### src/rtl/xtrig_pkg.sv
`timescale 1ns/1ps
package xtrig_pkg;
  localparam int unsigned OFS_CTRL     = 32'h000;
  localparam int unsigned OFS_SWPULSE  = 32'h01C;
  localparam int unsigned OFS_INMAP    = 32'h020;
  localparam int unsigned OFS_OUTMAP   = 32'h0A0;
  localparam int unsigned OFS_TRIGSTAT = 32'h130;
  localparam int unsigned OFS_CHANSTAT = 32'h134;

  typedef enum logic [2:0] {
    XT_NONE,
    XT_CTRL,
    XT_SWPULSE,
    XT_INMAP,
    XT_OUTMAP,
    XT_TRIGSTAT,
    XT_CHANSTAT
  } xt_reg_e;
endpackage

### src/rtl/xtrig_regs.sv
`timescale 1ns/1ps
module xtrig_regs
  import xtrig_pkg::*;
#(
  parameter int unsigned N_TRIG = 8,
  parameter int unsigned N_CHAN = 4,
  parameter int unsigned ADDR_W = 12,
  parameter int unsigned DATA_W = 32
) (
  input  logic                           clk,
  input  logic                           rst_n,
  input  logic                           bus_sel,
  input  logic                           bus_wr,
  input  logic [ADDR_W-1:0]              bus_addr,
  input  logic [DATA_W-1:0]              bus_wdata,
  input  logic [N_TRIG-1:0]              trig_lvl,
  input  logic [N_CHAN-1:0]              chan_last,
  output logic                           en,
  output logic [N_CHAN-1:0]              sw_pulse,
  output logic [N_TRIG-1:0][N_CHAN-1:0]  in_map,
  output logic [N_TRIG-1:0][N_CHAN-1:0]  out_map,
  output logic [DATA_W-1:0]              bus_rdata
);
  localparam int unsigned IDX_W = (N_TRIG > 1) ? $clog2(N_TRIG) : 1;
  localparam logic [ADDR_W-1:0] A_CTRL     = ADDR_W'(OFS_CTRL);
  localparam logic [ADDR_W-1:0] A_SWPULSE  = ADDR_W'(OFS_SWPULSE);
  localparam logic [ADDR_W-1:0] A_IN_LO    = ADDR_W'(OFS_INMAP);
  localparam logic [ADDR_W-1:0] A_IN_HI    = ADDR_W'(OFS_INMAP + 4 * N_TRIG);
  localparam logic [ADDR_W-1:0] A_OUT_LO   = ADDR_W'(OFS_OUTMAP);
  localparam logic [ADDR_W-1:0] A_OUT_HI   = ADDR_W'(OFS_OUTMAP + 4 * N_TRIG);
  localparam logic [ADDR_W-1:0] A_TRIGSTAT = ADDR_W'(OFS_TRIGSTAT);
  localparam logic [ADDR_W-1:0] A_CHANSTAT = ADDR_W'(OFS_CHANSTAT);

  xt_reg_e                          kind;
  logic [IDX_W-1:0]                 idx;
  logic                             wr_en;
  logic                             cfg_ce;
  logic                             en_q, en_d;
  logic [N_CHAN-1:0]                pulse_q, pulse_d;
  logic [N_TRIG-1:0][N_CHAN-1:0]    imap_q, imap_d;
  logic [N_TRIG-1:0][N_CHAN-1:0]    omap_q, omap_d;
  logic                             unused_wdata;

  assign unused_wdata = ^bus_wdata[DATA_W-1:N_CHAN];

  // address decode
  always_comb begin
    kind = XT_NONE;
    idx  = '0;
    if (bus_addr[1:0] == 2'b00) begin
      if (bus_addr == A_CTRL) begin
        kind = XT_CTRL;
      end else if (bus_addr == A_SWPULSE) begin
        kind = XT_SWPULSE;
      end else if (bus_addr >= A_IN_LO && bus_addr < A_IN_HI) begin
        kind = XT_INMAP;
        idx  = IDX_W'((bus_addr - A_IN_LO) >> 2);
      end else if (bus_addr >= A_OUT_LO && bus_addr < A_OUT_HI) begin
        kind = XT_OUTMAP;
        idx  = IDX_W'((bus_addr - A_OUT_LO) >> 2);
      end else if (bus_addr == A_TRIGSTAT) begin
        kind = XT_TRIGSTAT;
      end else if (bus_addr == A_CHANSTAT) begin
        kind = XT_CHANSTAT;
      end
    end
  end

  assign wr_en  = bus_sel & bus_wr;
  assign cfg_ce = wr_en & ((kind == XT_CTRL) | (kind == XT_INMAP) | (kind == XT_OUTMAP));

  // next state
  always_comb begin
    en_d    = en_q;
    imap_d  = imap_q;
    omap_d  = omap_q;
    pulse_d = '0;
    if (wr_en) begin
      case (kind)
        XT_CTRL:    en_d         = bus_wdata[0];
        XT_SWPULSE: pulse_d      = bus_wdata[N_CHAN-1:0];
        XT_INMAP:   imap_d[idx]  = bus_wdata[N_CHAN-1:0];
        XT_OUTMAP:  omap_d[idx]  = bus_wdata[N_CHAN-1:0];
        default: ;
      endcase
    end
  end

  // registers
  always_ff @(posedge clk or negedge rst_n) begin
    if (!rst_n) begin
      en_q    <= 1'b0;
      imap_q  <= '0;
      omap_q  <= '0;
      pulse_q <= '0;
    end else begin
      if (cfg_ce) begin
        en_q   <= en_d;
        imap_q <= imap_d;
        omap_q <= omap_d;
      end
      pulse_q <= pulse_d;
    end
  end

  // read mux
  always_comb begin
    bus_rdata = '0;
    if (bus_sel && !bus_wr) begin
      case (kind)
        XT_CTRL:     bus_rdata[0]          = en_q;
        XT_INMAP:    bus_rdata[N_CHAN-1:0] = imap_q[idx];
        XT_OUTMAP:   bus_rdata[N_CHAN-1:0] = omap_q[idx];
        XT_TRIGSTAT: bus_rdata[N_TRIG-1:0] = trig_lvl;
        XT_CHANSTAT: bus_rdata[N_CHAN-1:0] = chan_last;
        default: ;
      endcase
    end
  end

  assign en       = en_q;
  assign sw_pulse = pulse_q;
  assign in_map   = imap_q;
  assign out_map  = omap_q;
endmodule

### src/rtl/xtrig_route.sv
`timescale 1ns/1ps
module xtrig_route #(
  parameter int unsigned N_TRIG = 8,
  parameter int unsigned N_CHAN = 4
) (
  input  logic                           clk,
  input  logic                           rst_n,
  input  logic                           en,
  input  logic [N_TRIG-1:0]              trig_in,
  input  logic [N_CHAN-1:0]              chan_in,
  input  logic [N_CHAN-1:0]              sw_pulse,
  input  logic [N_TRIG-1:0][N_CHAN-1:0]  in_map,
  input  logic [N_TRIG-1:0][N_CHAN-1:0]  out_map,
  output logic [N_TRIG-1:0]              trig_lvl,
  output logic [N_CHAN-1:0]              chan_drive,
  output logic [N_CHAN-1:0]              chan_last,
  output logic [N_TRIG-1:0]              hit
);
  logic [N_TRIG-1:0] trig_q, trig_d;
  logic [N_CHAN-1:0] clast_q, clast_d;
  logic [N_CHAN-1:0] src;
  logic [N_CHAN-1:0] active;

  // channels raised by this unit
  always_comb begin
    src = sw_pulse;
    for (int k = 0; k < N_TRIG; k++) begin
      if (trig_q[k]) src = src | in_map[k];
    end
  end

  assign chan_drive = en ? src : '0;
  assign active     = en ? (src | chan_in) : '0;

  genvar j;
  generate
    for (j = 0; j < N_TRIG; j++) begin : g_hit
      assign hit[j] = |(active & out_map[j]);
    end
  endgenerate

  assign trig_d  = trig_in;
  assign clast_d = active;

  always_ff @(posedge clk or negedge rst_n) begin
    if (!rst_n) begin
      trig_q  <= '0;
      clast_q <= '0;
    end else begin
      trig_q  <= trig_d;
      clast_q <= clast_d;
    end
  end

  assign trig_lvl  = trig_q;
  assign chan_last = clast_q;
endmodule

### src/rtl/xtrig_pulse.sv
`timescale 1ns/1ps
module xtrig_pulse #(
  parameter int unsigned N_TRIG = 8
) (
  input  logic              clk,
  input  logic              rst_n,
  input  logic [N_TRIG-1:0] hit,
  output logic [N_TRIG-1:0] pulse_out
);
  genvar j;
  generate
    for (j = 0; j < N_TRIG; j++) begin : g_out
      logic hit_q;
      logic out_q, out_d;

      assign out_d = hit[j] & ~hit_q;

      always_ff @(posedge clk or negedge rst_n) begin
        if (!rst_n) begin
          hit_q <= 1'b0;
          out_q <= 1'b0;
        end else begin
          hit_q <= hit[j];
          out_q <= out_d;
        end
      end

      assign pulse_out[j] = out_q;
    end
  endgenerate
endmodule

### src/rtl/xtrig_unit.sv
`timescale 1ns/1ps
module xtrig_unit #(
  parameter int unsigned N_TRIG = 8,
  parameter int unsigned N_CHAN = 4,
  parameter int unsigned ADDR_W = 12,
  parameter int unsigned DATA_W = 32
) (
  input  logic              clk,
  input  logic              rst_n,
  input  logic              bus_sel,
  input  logic              bus_wr,
  input  logic [ADDR_W-1:0] bus_addr,
  input  logic [DATA_W-1:0] bus_wdata,
  output logic [DATA_W-1:0] bus_rdata,
  input  logic [N_TRIG-1:0] trig_in,
  output logic [N_TRIG-1:0] trig_out,
  input  logic [N_CHAN-1:0] chan_in,
  output logic [N_CHAN-1:0] chan_out
);
  logic                           en_q;
  logic [N_CHAN-1:0]              sw_pulse;
  logic [N_TRIG-1:0][N_CHAN-1:0]  in_map;
  logic [N_TRIG-1:0][N_CHAN-1:0]  out_map;
  logic [N_TRIG-1:0]              trig_lvl;
  logic [N_CHAN-1:0]              chan_last;
  logic [N_TRIG-1:0]              hit;

  xtrig_regs #(
    .N_TRIG(N_TRIG), .N_CHAN(N_CHAN), .ADDR_W(ADDR_W), .DATA_W(DATA_W)
  ) u_regs (
    .clk       (clk),
    .rst_n     (rst_n),
    .bus_sel   (bus_sel),
    .bus_wr    (bus_wr),
    .bus_addr  (bus_addr),
    .bus_wdata (bus_wdata),
    .trig_lvl  (trig_lvl),
    .chan_last (chan_last),
    .en        (en_q),
    .sw_pulse  (sw_pulse),
    .in_map    (in_map),
    .out_map   (out_map),
    .bus_rdata (bus_rdata)
  );

  xtrig_route #(
    .N_TRIG(N_TRIG), .N_CHAN(N_CHAN)
  ) u_route (
    .clk        (clk),
    .rst_n      (rst_n),
    .en         (en_q),
    .trig_in    (trig_in),
    .chan_in    (chan_in),
    .sw_pulse   (sw_pulse),
    .in_map     (in_map),
    .out_map    (out_map),
    .trig_lvl   (trig_lvl),
    .chan_drive (chan_out),
    .chan_last  (chan_last),
    .hit        (hit)
  );

  xtrig_pulse #(
    .N_TRIG(N_TRIG)
  ) u_pulse (
    .clk       (clk),
    .rst_n     (rst_n),
    .hit       (hit),
    .pulse_out (trig_out)
  );
endmodule

### config.mk
export PLATFORM = sky130hd
export DESIGN_NAME = xtrig_unit
export DESIGN_NICKNAME = d
export VERILOG_FILES = /design/src/rtl/xtrig_pkg.sv /design/src/rtl/xtrig_regs.sv /design/src/rtl/xtrig_route.sv /design/src/rtl/xtrig_pulse.sv /design/src/rtl/xtrig_unit.sv
export SDC_FILE = /design/constraint.sdc
export NUM_CORES = 1
export LEC_CHECK = 0
export BUFFER_PORTS_ARGS = -buffer_cell sky130_fd_sc_hd__buf_2
export CORE_MARGIN = 5
export CORE_UTILIZATION = 50
export CTS_CLUSTER_DIAMETER = 150
export DETAILED_ROUTE_END_ITERATION = 12
export GPL_TIMING_DRIVEN = 0
export PLACE_DENSITY = 0.86
export SYNTH_ARGS = -nofsm -noshare
export SYNTH_HDL_FRONTEND = slang
export SYNTH_SLANG_ARGS = --single-unit
### constraint.sdc
create_clock -name clk -period 1.9 [get_ports clk]
set_input_delay 0 -clock clk [delete_from_list [all_inputs] [get_ports clk]]
set_output_delay 0 -clock clk [all_outputs]
set_load 0.005 [all_outputs]
**Word-level counts from Yosys, hierarchy flattened**

Index checks and enable logic that the tools add are counted.
Widths: inputs -> output; s select.

- Register bits: 97
- Output and inout port bits: 44
- Input bits: 60
- Logic and storage cells: 144

- Reductions and logical operators: 18
- Bitwise logic cells: 37
- Multiplexer cells: 36
- Add/sub/neg operators: 2
- Order comparisons: 6
- Equal/unequal tests: 9

Operator list:

| cell | count |
|---|---|
| $bwmux 32 | 2 |
| $mux 4 | 16 |
| $mux 3 | 12 |
| $or 4x4->4 | 9 |
| $and 4x4->4 | 8 |
| $reduce_or 4->1 | 8 |
| $bmux 4 s3 | 2 |
| $eq 12x9->1 const B | 2 |
| $demux 4 s3 | 1 |
| $eq 12x5->1 const B | 1 |
| $ge 12x6->1 const B | 1 |
| $ge 12x8->1 const B | 1 |
| $logic_not 12->1 | 1 |
| $lt 12x7->1 const B | 1 |
| $lt 12x8->1 const B | 1 |
| $pmux 3 s4 | 1 |
| $and 1x1->1 | 10 |
| $sub 5x1->5 const B | 2 |
| $eq 3x3->1 const B | 3 |
| $reduce_and 3->1 | 3 |
| $mux 8 | 1 |
| $not 1->1 | 8 |
| $eq 3x2->1 const B | 2 |
| $pmux 1 s5 | 1 |
| other kinds (7) | 11 |

**Logic depth before layout (Yosys ltp)**

- Depth after elaboration: 21
- Mapped depth: 9
- Mapped depth without buffers: 6

**Hierarchy**

A second synthesis with hierarchy kept.

- Cells, all modules: 468
- Area total of the unflattened synthesis: 5420.2 µm²

By module, submodules not included:

| module | area an instance (µm²) | cells an instance | instances |
|---|---|---|---|
| xtrig_regs | 3983.8 | 346 | 1 |
| xtrig_route | 865.8 | 90 | 1 |
| xtrig_pulse | 570.5 | 32 | 1 |

**Least setup slack after synthesis**

Ideal clock, no wire load.

- Path kind: input to register
- From: input bus_addr[10]
- To: register u_regs.imap_q (netlist bit u_regs.in_map[10])
- Path slack: -0.354 ns
- Cell stages on the path: 7
- Arrival: 2.129 ns
- Required time: 1.775 ns
- Buffers on the path: 1
- Path through: or4_1 > buf_2 > a2111oi_4 > o2111ai_2 > nor2_4 > nor4b_4 > mux2_2

- Word-level cells in the longest chain between the ends: 13
- Elaborated cells on any way between the ends: 35
- Classes of those cells: 6 x order compare; 6 x eq/ne; 15 x mux; 3 x bitwise; 5 x reduce/logical

Ends and longest elaborated chain:

| element | RTL line | source |
|---|---|---|
| start, declared | xtrig_unit.sv:12 | `input logic [ADDR_W-1:0] bus_addr,` |
| branches (longest 13 deep; another with $ge 12x8->1) | - |  |
| end signal, assigned | xtrig_regs.sv:99 | `imap_q <= imap_d;` |
| end, declared | xtrig_regs.sv:40 | `logic [N_TRIG-1:0][N_CHAN-1:0] imap_q, imap_d;` |

Parallel ways; which one is timed is not known.
A chain may end at the register's enable or synchronous reset.

**Worst setup path in the final report**

- From: input bus_addr[9]
- To: register u_regs.imap_q (netlist bit u_regs.in_map[9])

The elaborated chain is that of the path after synthesis.

==> key figures <==
Outcome
  • Run status: finished with violations
  • Failing checks: setup timing

Placed design
  • Hpwl dp: 11600 microns
  • Port Buffers: 45
  • Post-Place Cell Area: 5680 sq um
  • Final Wtd Congestion: between 1 and 1.5

Critical path
  • Critical path data required time: 2170 ps
  • Crit Path Class: input pin to flop
  • Data arrival time of the worst path: 2410 ps
  • Worst-path maximum fanout: 4
  • Worst setup SP type: input pin
  • Worst Setup End Kind: flop

Worst hold path
  • Worst hold path type: input pin to flop

STA
  • Max Clock Skew: ~12 ps
  • Fin. Hold Viols: 0
  • Max frequency: 467 MHz
  • Final Cycle Share: 113%
  • Min Hold Slack: 9.07 ps
  • Final Max Tran Viols: 0
  • # setup viols final: 40
  • Worst slew pin tran: 855 ps
  • Setup ws final: -243 ps
  • RSZ-0062 raised after global routing: yes
  • Minimum clock period: around 2100 ps
  • Slew HR: between 40% and 50%

CTS
  • Num CTS Buffers: 9
  • Root Driver: clkbuf_8
  • Clk sinks: 97
  • Clock buffer depth: 2
  • CTS tree: done
  • Clock Pin Slew Worst Setup and Hold Paths: 90 ps
  • Clock latency at the later pin of the worst-skew pair: 380 ps
  • Htree depth: 3

Drt
  • Initial drt markers: roughly 460
  • Via count: 4478
  • Drt pass-1 iters: 6
  • Post-route ant nets: 0
  • Via density: 6.20
  • Mean routed wirelength per cell: 23.0 microns
  • Residual DRC: 0
  • Detailed Route WL: 16600 microns

Die
  • Row count: 37
  • Full die area: 12400 sq um
  • Initial Util: 50.5%
  • Chip height: 111 microns
  • Die Width: 111 microns
  • I/O pins: 104
  • Core box area: 10200 sq um

Finish
  • Finished Cell Area: 6620 sq um
  • Area occupied by registers: 2430 sq um
  • Share of cells above drive strength 1: 45.6%
  • # diodes: 0
  • Layout overhead on the synthesized area: 28.7%
  • Filler instances: 787
  • Nets: 641
  • Multi-input gate area: 2840 sq um

Power and ir drop
  • P_leak: between 3 and 4 nW
  • Max VDD drop: around 0.33 mV
  • Pwr dens: 583 nW/um^2

Synth
  • Synthesized flop and latch total: 97
  • Post-synth top area share: 47.2%
  • Cell with the most instances after synthesis: dfrtp_1
  • Synth warnings: 0
  • Register area share after synthesis: about 47%
  • Async SR Flop Fraction: between 90% and 100%
  • Distinct cells, synth: 62
  • Synth top cells by count: 97 x dfrtp_1, 67 x mux2_2, 36 x nand2_1
  • EDFF count, synth: 0
  • Yosys top cell by area: dfrtp_1
  • Main flop type after synthesis: dfrtp_1
  • Synthesized instance count: 464
  • Average size of a mapped cell: 11.1 sq um
  • Cell Area, Synth: 5140 sq um
  • Area contributors post-synth: dfrtp_1 47%, mux2_2 15%, buf_4 4.7%, a22oi_1 4.2%, nand2_1 2.6%

Global routing
  • Vias in the first global route: approximately 4400
  • Global-route wire length before repair: 25200 microns
  • Global Route Usage Sum: 25.9%
  • Largest net degree at the start of global routing: 75
  • Initial antenna violation count: 0
  • Global route total overflow: 0

Job
  • Max Cap Viol: 0
flip-flops by register name, summed over array words and instances (netlist names):
signal               count
u_route.chan_last        4
u_pulse.g_out.out_q      8
u_regs.out_map          32
u_regs.en                1
u_regs.sw_pulse          4
u_regs.in_map           32
u_pulse.g_out.hit_q      8
u_route.trig_lvl         8
power by group:
part	internal [W]	total (W)	switching (W)
Combinational	0.000141	0.000387	0.000245
Clock	0.000646	0.00138	0.000734
Sequential	0.00207	0.00209	0.0000200
Total	0.00286	0.00386	0.000999
per-layer routing:
metal	GRT usage (%)	vias up	part of all wire, %
met5	0	-	0
met4	10.6	0	4.1
met3	5.54	57	9.8
met2	40.5	268	47
met1	35.1	2231	39
li1	-	1922	-
critical path, stage by stage:
cell       delay (ps)
buf_8              90
or4_4             540
buf_6             150
a2111oi_4         390
buf_4             190
o2111ai_4         170
nor2_4            160
nor4b_4           210
buf_4             190
mux2_4            300
final timing paths:
kind | start | to | slack (ps) | depth (start not counted)
setup reg to reg | u_route.trig_lvl[6]$_DFF_PN0_ | u_pulse.g_out[4].out_q$_DFF_PN0_ | -30 | 7
hold reg to reg | u_pulse.g_out[4].hit_q$_DFF_PN0_ | u_pulse.g_out[4].out_q$_DFF_PN0_ | 390 | 1
min in group asynchronous | rst_n | u_regs.out_map[16]$_DFFE_PN0P_ | 50 | 2
setup / recovery | bus_addr[9] | u_regs.in_map[9]$_DFFE_PN0P_ | -240 | 10
hold / removal | bus_wr | u_regs.en$_DFFE_PN0P_ | 9 | 3
max in group asynchronous | rst_n | u_route.trig_lvl[0]$_DFF_PN0_ | 1150 | 3
cells in the final DEF, fill, tap and decap left out, types with 8 or more instances in the layout:
master / synthesis / routed
dfrtp_1: 97 / 92
mux2_2: 67 / 59
buf_4: 32 / 59
buf_2: 4 / 45
nand2_1: 36 / 30
conb_1: 1 / 24
a22oi_1: 29 / 18
a21oi_1: 16 / 15
nor2_1: 18 / 14
a22oi_2: 0 / 11
mux2i_1: 10 / 10
clkbuf_8: 0 / 10
dlygate4sd3_1: 0 / 10
inv_1: 8 / 8
nor3_1: 10 / 8
mux2_4: 0 / 8
what timing repair did:
| item | CTS | global route |
|---|---|---|
| gates resized for setup | 64 | 33 |
| hold buffers | 10 | 0 |
| buffers inserted | 17 | 13 |
| setup endpoints to repair | 93 | 64 |
| gates cloned | 0 | 1 |
| hold endpoints to repair | 106 | 0 |
| pin swaps | 13 | 13 |
logic make-up (layout without fill, tap and decap cells):
family / count (synthesis) / in the layout / share of synthesized area [%]
buffers and inverters: 63 / 161 / 7.03
other: 1 / 24 / 0.0729
flip-flops: 97 / 97 / 47.2
AO/OA/AOI/OAI: 102 / 103 / 15.6
multiplexers: 77 / 77 / 16.6
AND/OR/NAND/NOR: 124 / 124 / 13.5
stage by stage:
stage | setup slack, ps | TNS, ps | util [%] | power (W) | instances
after floorplan | -235 | -2070 | - | 0.00229 | 487
after global placement | -811 | -43330 | 55.5 | 0.00243 | 668
after detailed placement | -849 | -44310 | 55.8 | 0.00244 | 669
after CTS | -144 | -342 | 62.6 | 0.00384 | 708
after global routing | -281 | -7400 | 65.0 | 0.00399 | 722
final | -243 | -5310 | 65.0 | 0.00386 | 722
final cells by class:
cell class	count	area share, %
Buffer	51	5.01
Clock buffer	10	2.08
Clock inverter	6	0.983
Inverter	8	0.454
Multi-Input combinational cell	328	42.9
Sequential cell	97	36.8
Tap cell	136	2.57
Timing Repair Buffer	86	9.24
(Power assumes the default switching activity.)
